===== config.mk =====
export PLATFORM = sky130hd
export DESIGN_NAME = ctlreg_bank
export DESIGN_NICKNAME = d
export VERILOG_FILES = /design/src/rtl/ctlreg_pkg.sv /design/src/rtl/ctlreg_decode.sv /design/src/rtl/ctlreg_cyc_ctr.sv /design/src/rtl/ctlreg_store.sv /design/src/rtl/ctlreg_bank.sv
export SDC_FILE = /design/constraint.sdc
export NUM_CORES = 2
export LEC_CHECK = 0
export ABC_CLOCK_PERIOD_IN_PS = 3800
export BUFFER_PORTS_ARGS = -buffer_cell sky130_fd_sc_hd__buf_2
export CAP_MARGIN = 5
export CELL_PAD_IN_SITES_DETAIL_PLACEMENT = 0
export CELL_PAD_IN_SITES_GLOBAL_PLACEMENT = 1
export CORE_MARGIN = 2
export CORE_UTILIZATION = 48
export DETAILED_ROUTE_END_ITERATION = 10
export GPL_ROUTABILITY_DRIVEN = 0
export PLACE_DENSITY_LB_ADDON = 0.12
export SLEW_MARGIN = 20
export SYNTH_ARGS = -nofsm -noshare
export SYNTH_HDL_FRONTEND = slang
export SYNTH_HIERARCHICAL = 1
export SYNTH_SLANG_ARGS = --single-unit
export TNS_END_PERCENT = 1

===== constraint.sdc =====
create_clock -name clk -period 3.8 [get_ports clk]
set_clock_uncertainty 0.2 [all_clocks]
set_input_delay 0.76 -clock clk [delete_from_list [all_inputs] [get_ports clk]]
set_output_delay 0.76 -clock clk [all_outputs]
set_load 0.1 [all_outputs]

===== src/rtl/ctlreg_pkg.sv =====
package ctlreg_pkg;

  localparam int XLEN   = 64;
  localparam int ADDR_W = 6;
  localparam int LIVE_W = 32;

  // offsets inside the fixed window (index 0x10 + offset)
  localparam int OFS_BASE    = 0;
  localparam int OFS_MISC    = 1;
  localparam int OFS_EXCADDR = 2;
  localparam int OFS_ASTREQ  = 3;
  localparam int OFS_ASTEN   = 4;
  localparam int OFS_IPL     = 5;
  localparam int OFS_CURMODE = 6;
  localparam int OFS_ALTMODE = 7;
  localparam int OFS_SWINT   = 8;
  localparam int OFS_EXCSUM  = 9;
  localparam int OFS_EXCMASK = 10;
  localparam int OFS_CYCLE   = 11;
  localparam int OFS_IDENT   = 12;
  localparam int FIXED_STORED = 12;

  typedef enum logic [3:0] {
    WK_NONE, WK_PLAIN, WK_EXCADDR, WK_LOW4, WK_LOW5,
    WK_MODE, WK_SWINT, WK_CLEAR, WK_RDONLY, WK_CMD
  } wkind_e;

  typedef struct packed {
    logic   mapped;
    logic   can_rd;
    logic   can_wr;
    logic   is_cmd;
    wkind_e kind;
  } acc_t;

  function automatic wkind_e fixed_kind(input logic [3:0] ofs);
    case (int'(ofs))
      OFS_BASE, OFS_MISC, OFS_CYCLE: return WK_PLAIN;
      OFS_EXCADDR:                   return WK_EXCADDR;
      OFS_ASTREQ, OFS_ASTEN:         return WK_LOW4;
      OFS_IPL:                       return WK_LOW5;
      OFS_CURMODE, OFS_ALTMODE:      return WK_MODE;
      OFS_SWINT:                     return WK_SWINT;
      OFS_EXCSUM, OFS_EXCMASK:       return WK_CLEAR;
      default:                       return WK_NONE;
    endcase
  endfunction

  // value stored by a legal write, per register kind
  function automatic logic [XLEN-1:0] shape_write(input wkind_e k,
                                                  input logic [XLEN-1:0] d);
    case (k)
      WK_PLAIN:   return d;
      WK_EXCADDR: return d & ~64'h2;
      WK_LOW4:    return d & 64'hF;
      WK_LOW5:    return d & 64'h1F;
      WK_MODE:    return d & 64'h18;
      WK_SWINT:   return d & 64'h7FFF0;
      default:    return '0;
    endcase
  endfunction

  function automatic logic [XLEN-1:0] merge_cycle(input logic [XLEN-1:0] stored,
                                                  input logic [LIVE_W-1:0] live);
    return {stored[XLEN-1:LIVE_W], live};
  endfunction

endpackage


===== src/rtl/ctlreg_decode.sv =====
module ctlreg_decode
  import ctlreg_pkg::*;
#(
  parameter int NUM_SCRATCH = 8,
  parameter int NUM_CMD     = 4,
  parameter int SLOT_W      = 5,
  parameter int CMD_W       = 2
) (
  input  logic [ADDR_W-1:0] addr,
  output acc_t              acc,
  output logic [SLOT_W-1:0] slot,
  output logic [CMD_W-1:0]  cmd_idx
);

  logic [1:0] win;
  logic [3:0] sub;

  assign win = addr[5:4];
  assign sub = addr[3:0];

  always_comb begin
    acc     = '{mapped: 1'b0, can_rd: 1'b0, can_wr: 1'b0, is_cmd: 1'b0, kind: WK_NONE};
    slot    = '0;
    cmd_idx = '0;
    case (win)
      2'd0: begin
        if (int'(sub) < NUM_SCRATCH) begin
          acc  = '{mapped: 1'b1, can_rd: 1'b1, can_wr: 1'b1, is_cmd: 1'b0, kind: WK_PLAIN};
          slot = SLOT_W'(int'(sub));
        end
      end
      2'd1: begin
        if (int'(sub) < FIXED_STORED) begin
          acc  = '{mapped: 1'b1, can_rd: 1'b1, can_wr: 1'b1, is_cmd: 1'b0,
                   kind: fixed_kind(sub)};
          slot = SLOT_W'(NUM_SCRATCH + int'(sub));
        end else if (int'(sub) == OFS_IDENT) begin
          acc = '{mapped: 1'b1, can_rd: 1'b1, can_wr: 1'b0, is_cmd: 1'b0, kind: WK_RDONLY};
        end
      end
      2'd2: begin
        if (int'(sub) < NUM_CMD) begin
          acc     = '{mapped: 1'b1, can_rd: 1'b0, can_wr: 1'b1, is_cmd: 1'b1, kind: WK_CMD};
          cmd_idx = CMD_W'(int'(sub));
        end
      end
      default: ;
    endcase
  end

endmodule


===== src/rtl/ctlreg_cyc_ctr.sv =====
module ctlreg_cyc_ctr #(
  parameter int W = 32
) (
  input  logic         clk,
  input  logic         rst_n,
  output logic [W-1:0] count
);

  always_ff @(posedge clk) begin
    if (!rst_n) count <= '0;
    else        count <= count + W'(1);
  end

endmodule


===== src/rtl/ctlreg_store.sv =====
module ctlreg_store
  import ctlreg_pkg::*;
#(
  parameter int              NUM_SCRATCH = 8,
  parameter int              CPUID_W     = 8,
  parameter int              CPUID_SLOT  = 7,
  parameter logic [XLEN-1:0] BASE_RESET  = 64'h8000,
  parameter int              NUM_SLOTS   = 20,
  parameter int              SLOT_W      = 5
) (
  input  logic                           clk,
  input  logic                           rst_n,
  input  logic [CPUID_W-1:0]             cpu_id,
  input  logic                           wr_fire,
  input  logic [SLOT_W-1:0]              wr_slot,
  input  wkind_e                         wr_kind,
  input  logic [XLEN-1:0]                wr_data,
  input  logic [XLEN-1:0]                sum_post,
  input  logic [XLEN-1:0]                mask_post,
  output logic [NUM_SLOTS-1:0][XLEN-1:0] slots_q
);

  localparam int SLOT_BASE = NUM_SCRATCH + OFS_BASE;
  localparam int SLOT_MISC = NUM_SCRATCH + OFS_MISC;
  localparam int SLOT_SUM  = NUM_SCRATCH + OFS_EXCSUM;
  localparam int SLOT_MSK  = NUM_SCRATCH + OFS_EXCMASK;

  function automatic logic [XLEN-1:0] reset_const(input int g);
    if (g == SLOT_BASE) return BASE_RESET;
    if (g == SLOT_MISC) return 64'h6;
    return '0;
  endfunction

  for (genvar g = 0; g < NUM_SLOTS; g++) begin : g_slot
    logic [XLEN-1:0] rst_val;
    logic [XLEN-1:0] post;
    logic            hit;

    if (g == CPUID_SLOT) begin : g_id
      assign rst_val = XLEN'(cpu_id);
    end else begin : g_const
      assign rst_val = reset_const(g);
    end

    if (g == SLOT_SUM) begin : g_psum
      assign post = sum_post;
    end else if (g == SLOT_MSK) begin : g_pmsk
      assign post = mask_post;
    end else begin : g_pnone
      assign post = '0;
    end

    assign hit = wr_fire && (wr_slot == SLOT_W'(g));

    always_ff @(posedge clk) begin
      if (!rst_n)   slots_q[g] <= rst_val;
      else if (hit) slots_q[g] <= shape_write(wr_kind, wr_data);
      else          slots_q[g] <= slots_q[g] | post;
    end
  end

endmodule


===== src/rtl/ctlreg_bank.sv =====
module ctlreg_bank
  import ctlreg_pkg::*;
#(
  parameter int              NUM_SCRATCH = 8,
  parameter int              NUM_CMD     = 4,
  parameter int              CPUID_W     = 8,
  parameter int              CPUID_SLOT  = 7,
  parameter logic [XLEN-1:0] BASE_RESET  = 64'h8000
) (
  input  logic               clk,
  input  logic               rst_n,
  input  logic [CPUID_W-1:0] cpu_id,
  input  logic               req_valid,
  input  logic               req_write,
  input  logic [5:0]         req_addr,
  input  logic [63:0]        req_wdata,
  input  logic [63:0]        exc_sum_post,
  input  logic [63:0]        exc_mask_post,
  output logic               rd_valid,
  output logic [63:0]        rd_data,
  output logic               acc_err,
  output logic [NUM_CMD-1:0] cmd_strobe
);

  localparam int NUM_SLOTS    = NUM_SCRATCH + FIXED_STORED;
  localparam int SLOT_W       = $clog2(NUM_SLOTS);
  localparam int CMD_W        = (NUM_CMD > 1) ? $clog2(NUM_CMD) : 1;
  localparam int SLOT_CYC     = NUM_SCRATCH + OFS_CYCLE;
  localparam int SLOT_IPL     = NUM_SCRATCH + OFS_IPL;
  localparam int SLOT_EXCADDR = NUM_SCRATCH + OFS_EXCADDR;
  localparam int SLOT_SUM     = NUM_SCRATCH + OFS_EXCSUM;

  acc_t                           acc;
  logic [SLOT_W-1:0]              slot;
  logic [CMD_W-1:0]               cmd_idx;
  logic [NUM_SLOTS-1:0][XLEN-1:0] slots;
  logic [LIVE_W-1:0]              cyc_now;

  // named events for the checker
  logic            rd_ok, wr_ok, wr_fire, cmd_fire, bad_access, sum_clear_ev;
  logic [XLEN-1:0] ipl_q, exc_addr_q, exc_sum_q;
  logic [XLEN-1:0] rd_mux;
  logic [NUM_CMD-1:0] strobe_d;

  ctlreg_decode #(
    .NUM_SCRATCH(NUM_SCRATCH), .NUM_CMD(NUM_CMD), .SLOT_W(SLOT_W), .CMD_W(CMD_W)
  ) u_dec (
    .addr(req_addr), .acc(acc), .slot(slot), .cmd_idx(cmd_idx)
  );

  ctlreg_cyc_ctr #(.W(LIVE_W)) u_cyc (
    .clk(clk), .rst_n(rst_n), .count(cyc_now)
  );

  assign rd_ok        = req_valid && !req_write && acc.can_rd;
  assign wr_ok        = req_valid &&  req_write && acc.can_wr;
  assign bad_access   = req_valid && !(rd_ok || wr_ok);
  assign wr_fire      = wr_ok && !acc.is_cmd;
  assign cmd_fire     = wr_ok &&  acc.is_cmd;
  assign sum_clear_ev = wr_fire && (slot == SLOT_W'(SLOT_SUM));

  ctlreg_store #(
    .NUM_SCRATCH(NUM_SCRATCH), .CPUID_W(CPUID_W), .CPUID_SLOT(CPUID_SLOT),
    .BASE_RESET(BASE_RESET), .NUM_SLOTS(NUM_SLOTS), .SLOT_W(SLOT_W)
  ) u_store (
    .clk(clk), .rst_n(rst_n), .cpu_id(cpu_id),
    .wr_fire(wr_fire), .wr_slot(slot), .wr_kind(acc.kind), .wr_data(req_wdata),
    .sum_post(exc_sum_post), .mask_post(exc_mask_post), .slots_q(slots)
  );

  assign ipl_q      = slots[SLOT_IPL];
  assign exc_addr_q = slots[SLOT_EXCADDR];
  assign exc_sum_q  = slots[SLOT_SUM];

  always_comb begin
    if (acc.kind == WK_RDONLY)             rd_mux = XLEN'(cpu_id);
    else if (slot == SLOT_W'(SLOT_CYC))    rd_mux = merge_cycle(slots[slot], cyc_now);
    else                                   rd_mux = slots[slot];
  end

  for (genvar c = 0; c < NUM_CMD; c++) begin : g_stb
    assign strobe_d[c] = cmd_fire && (cmd_idx == CMD_W'(c));
  end

  always_ff @(posedge clk) begin
    if (!rst_n) begin
      rd_valid   <= 1'b0;
      rd_data    <= '0;
      acc_err    <= 1'b0;
      cmd_strobe <= '0;
    end else begin
      rd_valid   <= rd_ok;
      rd_data    <= rd_ok ? rd_mux : '0;
      acc_err    <= bad_access;
      cmd_strobe <= strobe_d;
    end
  end

endmodule


* Word level (Yosys, flattened, before mapping) *
Memories as Yosys holds them, arrays and structs flattened.
Index checks and enable logic that the tools add are counted.

word-level totals
  bits in registers = 1,382
  memory bits (read-only) = 48
  input port bits = 210
  output and inout bits = 70
  logic and storage cells = 130
  memories kept = 1

memories
  memory            words  bits a word  read ports  clocked after memory_dff  wr ports  RTL line          RTL
  (name not given)  16     3            1           0                         0         ctlreg_pkg.sv:37  case (int'(ofs))

cells by class
  add/sub/neg operators = 2
  order comparisons = 4
  eq/ne operators = 33
  mux-type cells = 19
  bitwise gates (word level) = 4
  reduce and logical (&&, ||, !) cells = 40

operators by type and width
  kind                                                                           number
  64-bit one-hot mux with 6 select lines                                         1
  64-bit binary-select mux with 5-bit select                                     1
  64-bit two-way mux                                                             3
  64-bit OR                                                                      2
  5-bit by 4-bit equality test with 1-bit output (second input constant)         8
  32-bit by 1-bit adder with 32-bit output (second input constant)               1
  32-bit two-way mux                                                             1
  1-bit logical AND                                                              31
  8-bit two-way mux                                                              3
  7-bit two-way mux                                                              3
  7-bit one-hot mux with 3 select lines                                          1
  5-bit by 3-bit equality test with 1-bit output (second input constant)         4
  5-bit equality test (second input constant)                                    4
  4-bit by 3-bit equality test with 1-bit output (second input constant)         4
  5-bit by 2-bit equality test with 1-bit output (second input constant)         2
  5-bit one-hot mux with 2 select lines                                          1
  4-bit by 2-bit equality test with 1-bit output (second input constant)         2
  4-bit less-than comparator (second input constant)                             2
  2-bit equality test (second input constant)                                    3
  5-bit by 6-bit less-than comparator with 1-bit output (second input constant)  1
  6-bit two-way mux                                                              1
  4-bit by 4-bit adder with 5-bit output (first input constant)                  1
  5-bit by 1-bit equality test with 1-bit output (second input constant)         1
  5-bit logical NOT                                                              1
  14 further kinds                                                               20

* Depth between registers and ports, before layout *
  depth after elaboration = 9
  mapped depth = 13
  gate-level depth less buffers = 8

* By module *
The synthesis kept the hierarchy.

by module, submodules not included
  module          instances  cells each  area an instance (um2)  sequential area each (um2)
  ctlreg_store    1          5,476       47,533.1                25,704.7
  ctlreg_bank     1          838         11,778.8                1,401.3
  ctlreg_cyc_ctr  1          168         1,466.4                 640.6
  ctlreg_decode   1          40          287.8                   0.0

* Worst setup path after synthesis *
No wires, ideal clock.

  kind = input to register
  start point = input port req_addr[2]
  end point = register rd_data[43]
  library setup time = 0.132 ns
  arrival = 2.827 ns
  data required time = 3.468 ns
  path slack = 0.642 ns
  cell stages on the path = 10
  path through = nand2b_1 a21oi_1 and2_1 buf_2 buf_2 clkbuf_1 mux4_2 mux2_2 a22oi_1 o21ai_0

RTL lines
  what                                                           RTL line                                  RTL
  from (decl)                                                    ctlreg_bank.sv:15                         input logic [5:0] req_addr,
  4-bit less-than comparator, on equally long branches           ctlreg_decode.sv:33, ctlreg_decode.sv:27
  5-bit two-way mux / 4-bit two-way mux (equally long branches)  ctlreg_decode.sv:33, ctlreg_decode.sv:27
  5-bit one-hot mux with 2 select lines *                        ctlreg_decode.sv:25                       case (win)
  net slot[1]                                                    ctlreg_bank.sv:34                         logic [SLOT_W-1:0] slot;
  64-bit binary-select mux with 5-bit select *                   ctlreg_bank.sv:77, ctlreg_bank.sv:78
  64-bit two-way mux (implied by the code) *                     ctlreg_bank.sv:77, ctlreg_bank.sv:78
  to (signal assigned)                                           ctlreg_bank.sv:93                         rd_data <= rd_ok ? rd_mux : '0;
  to (decl)                                                      ctlreg_bank.sv:20                         output logic [63:0] rd_data,

Mark *: on every way through the listed nets, which the timed path passes. The rest lies on a longest branch. The select of a mux whose other input is x is not followed.
A chain may end at the register's enable or synchronous reset.

* Worst setup path in the final report *
  start point = input port req_addr[5]
  end point = register rd_data[7]

on the way
  longest elaborated chain between the ends = 6

RTL lines
  what                                                                                        RTL line             RTL
  2-bit by 1-bit equality test with 1-bit output / 2-bit logical NOT (equally long branches)  ctlreg_decode.sv:25
  5-bit one-hot mux with 2 select lines *                                                     ctlreg_decode.sv:25
  net slot[4]                                                                                 ctlreg_bank.sv:34
  64-bit binary-select mux with 5-bit select                                                  ctlreg_bank.sv:78    else rd_mux = slots[slot];
  64-bit two-way mux (implied by the code)                                                    ctlreg_bank.sv:78
  32-bit two-way mux *                                                                        ctlreg_bank.sv:77    else if (slot == SLOT_W'(SLOT_CYC)) rd_mux = merge_cycle(slots[slot], cyc_now);
  8-bit two-way mux *                                                                         ctlreg_bank.sv:76    if (acc.kind == WK_RDONLY) rd_mux = XLEN'(cpu_id);

Marks and branches as above.

==> summary.md <==
| Metric | Value |
|---|---|
| Cell count after synthesis | `6404` |
| Hold Crit Start | `exc_sum_post[51]` |
| Yosys Warn Count | `6` |
| Post-Syn Area | `60000 um2` |
| Die height | `358 um` |
| WHS Path Cells | `2` |
| Number of global-route vias before repair | `between 40000 and 50000` |
| GR Overflow Total | `0` |
| Number of max-cap violations | `0` |
| Post_cts resized | `0` |
| Num CTS Buffers | `146` |
| Layout Nets | `6652` |
| Post-DR wirelength/cell | `approximately 24 um` |
| Clock Latency Late Sink | `760 ps` |
| Final WL | `~200000 um` |
| Initial antenna violation count | `1` |
| Crit path kind | `input pin to register` |
| Post-CTS Hold Fix Bufs | `0` |
| FF/Latch Area | `27100 um2` |
| Crit-path max FO | `21` |
| Number of detailed-route iterations in the first pass | `6` |
| Logic pwr share | `6.6%` |
| Post-layout min period | `between 3000 and 4000 ps` |
| R2R depth | `4` |
| Final setup fails | `0` |
| Largest net degree at the start of global routing | `191` |
| Flop pwr share | `47.4%` |
| Startpoint class of the critical path | `input pin` |
| Fin. Hold Viols | `0` |
| Synthesis-to-finish area growth | `14.2%` |
| Power Density | `442 nW/um2` |
| Switching power of the nets | `7.13 mW` |
| # port buffers | `279` |
| CORE AREA | `124000 um2` |
| Clock Power Share | `46.0%` |
| CTS tree | `done` |
| Peak Freq | `0.327 GHz` |
| Slew HR | `35.3%` |
| Sw Share | `23.5%` |
| I/O Pins | `280` |
| Syn nets | `6615` |
| Starting Density | `48.5%` |
| Antenna Nets Post-Route | `0` |
| Critical Path End Type | `register` |
| Post-synthesis area per instance | `between 9 and 10 um2` |
| Setup_tns | `0 ps` |
| Cells along the critical path | `buf_2, nand2b_2, nor3b_4, buf_4, nor3b_2, o221ai_1, a2111oi_0, a211o_1` |
| Crit path from | `req_addr[5]` |
| Worst Tran Pin Value | `971 ps` |
| Arr. time, crit path | `3550 ps` |
| Chip Width | `358 um` |
| DR iter-0 viols | `around 4800` |
| Peak VDD IR | `0.439 mV` |
| Outcome | `complete, no violations` |
| Antenna cell count | `0` |
| Crit-path max cell delay | `between 800 and 900 ps` |
| Clock root buffer | `clkbuf_16` |
| Fill cell count | `approximately 11000` |
| Area of the multi-input gates | `30100 um2` |
| Master of the slowest instance on the critical path | `a2111oi_0` |
| First-pass GRT wire length | `just under 300000 um` |
| RSZ-0062 raised after global routing | `no` |
| Clk slew on worst S/H paths | `approximately 60 ps` |
| Die ar. | `128000 um2` |
| Buffers inserted by post-CTS timing repair | `0` |
| Worst reg2reg startpoint | `u_cyc/count[5]` |
| Total track usage | `30.6%` |
| Leakage power | `23.5 nW` |
| CTS Buffer Depth | `3` |
| Vias per Instance | `5.93` |
| Final Max Slew Viols | `0` |
| H-tree levels | `4` |
| WP data required | `4290 ps` |
| Remaining DRCs | `0` |
| Layout cells sized above 1 | `between 10% and 20%` |
| CTS Sinks | `1350` |
| DP HPWL | `roughly 120000 um` |
| Site Rows | `129` |
| Hold crit path type | `input pin to register` |
| Internal power | `23.2 mW` |
| Fin crit share | `around 80%` |
| Via count | `48500` |
| Post-layout util | `a little under three fifths` |
[flip-flops by register name, indices dropped and copies added, names as in the netlist]
name	flops
cmd_strobe	4
rd_data	64
rd_valid	1
u_cyc/count	32
acc_err	1
u_store/slots_q	1248
[per-layer routing]
metal  share of wire [%]  vias to the layer above  GRT usage, %
met1                  45                    24300          44.5
met3                 7.0                      249          4.37
met2                  46                     1693          48.2
met4                 1.8                        2          7.00
li1                    -                    22300             -
met5              0.0066                        -             0
[critical path: cells and delay by family]
kind	cells	cell delay, ps
compound gates	3	1290
buf+inv	2	500
simple gates	3	990
[cell type report]
type	count	share of cell area, %
repair buffers	544	6.71
well taps	1637	2.99
multi-input cells	4385	44.0
clock buffers	230	6.47
flip-flops and latches	1350	39.5
clock inverters	19	0.261
inverters	14	0.0767
[metrics by stage]
stage | power, mW | instance area (um2) | setup WS (ps) | instances | hold WS [ps]
after CTS | 30.5 | 68500 | 867 | 8179 | 9.20
after detailed placement | 16.6 | 63900 | 114 | 7930 | 245
final | 30.3 | 68500 | 740 | 8179 | 53.4
after global placement | 16.6 | 63900 | 118 | 7930 | 237
after global routing | 31.2 | 68500 | 629 | 8179 | 40.9
after floorplan | 15.9 | 60000 | 642 | 6404 | 232
[final timing paths]
| check | to | slack, ps |
|---|---|---|
| setup / recovery | rd_data[7] | 740 |
| hold / removal | u_store/slots_q[1139] | 50 |
| hold reg to reg | u_store/slots_q[675] | 250 |
| setup reg to reg | u_cyc/count[25] | 1010 |
[power by group through the flow]
stage,Sequential [mW],Combinational [mW],Clock (mW)
2_1_floorplan,14.7,1.28,0
3_3_place_gp,14.7,1.96,0
3_5_place_dp,14.7,1.96,0
4_1_cts,14.4,1.97,14.1
5_1_grt,14.4,2.10,14.7
6_report,14.4,1.98,13.9
[layout by cell type, fill, tap and decap left out, types with 18 or more instances in the layout]
cell / count
o21ai_1: 69
a21oi_1: 56
o21ai_0: 133
clkbuf_1: 42
nand3_1: 217
and3_1: 46
dfxtp_1: 1342
o311a_1: 94
mux2i_1: 48
a21boi_0: 377
nor2_4: 18
clkbuf_8: 38
buf_2: 278
buf_12: 96
nand2b_1: 39
nand2_1: 1857
a21boi_1: 460
a22oi_1: 166
buf_4: 169
nor2_1: 57
mux4_2: 312
nor2b_1: 116
o31ai_1: 45
mux2_2: 99
clkbuf_16: 150
Note: power is estimated with default switching activity, not from simulation.
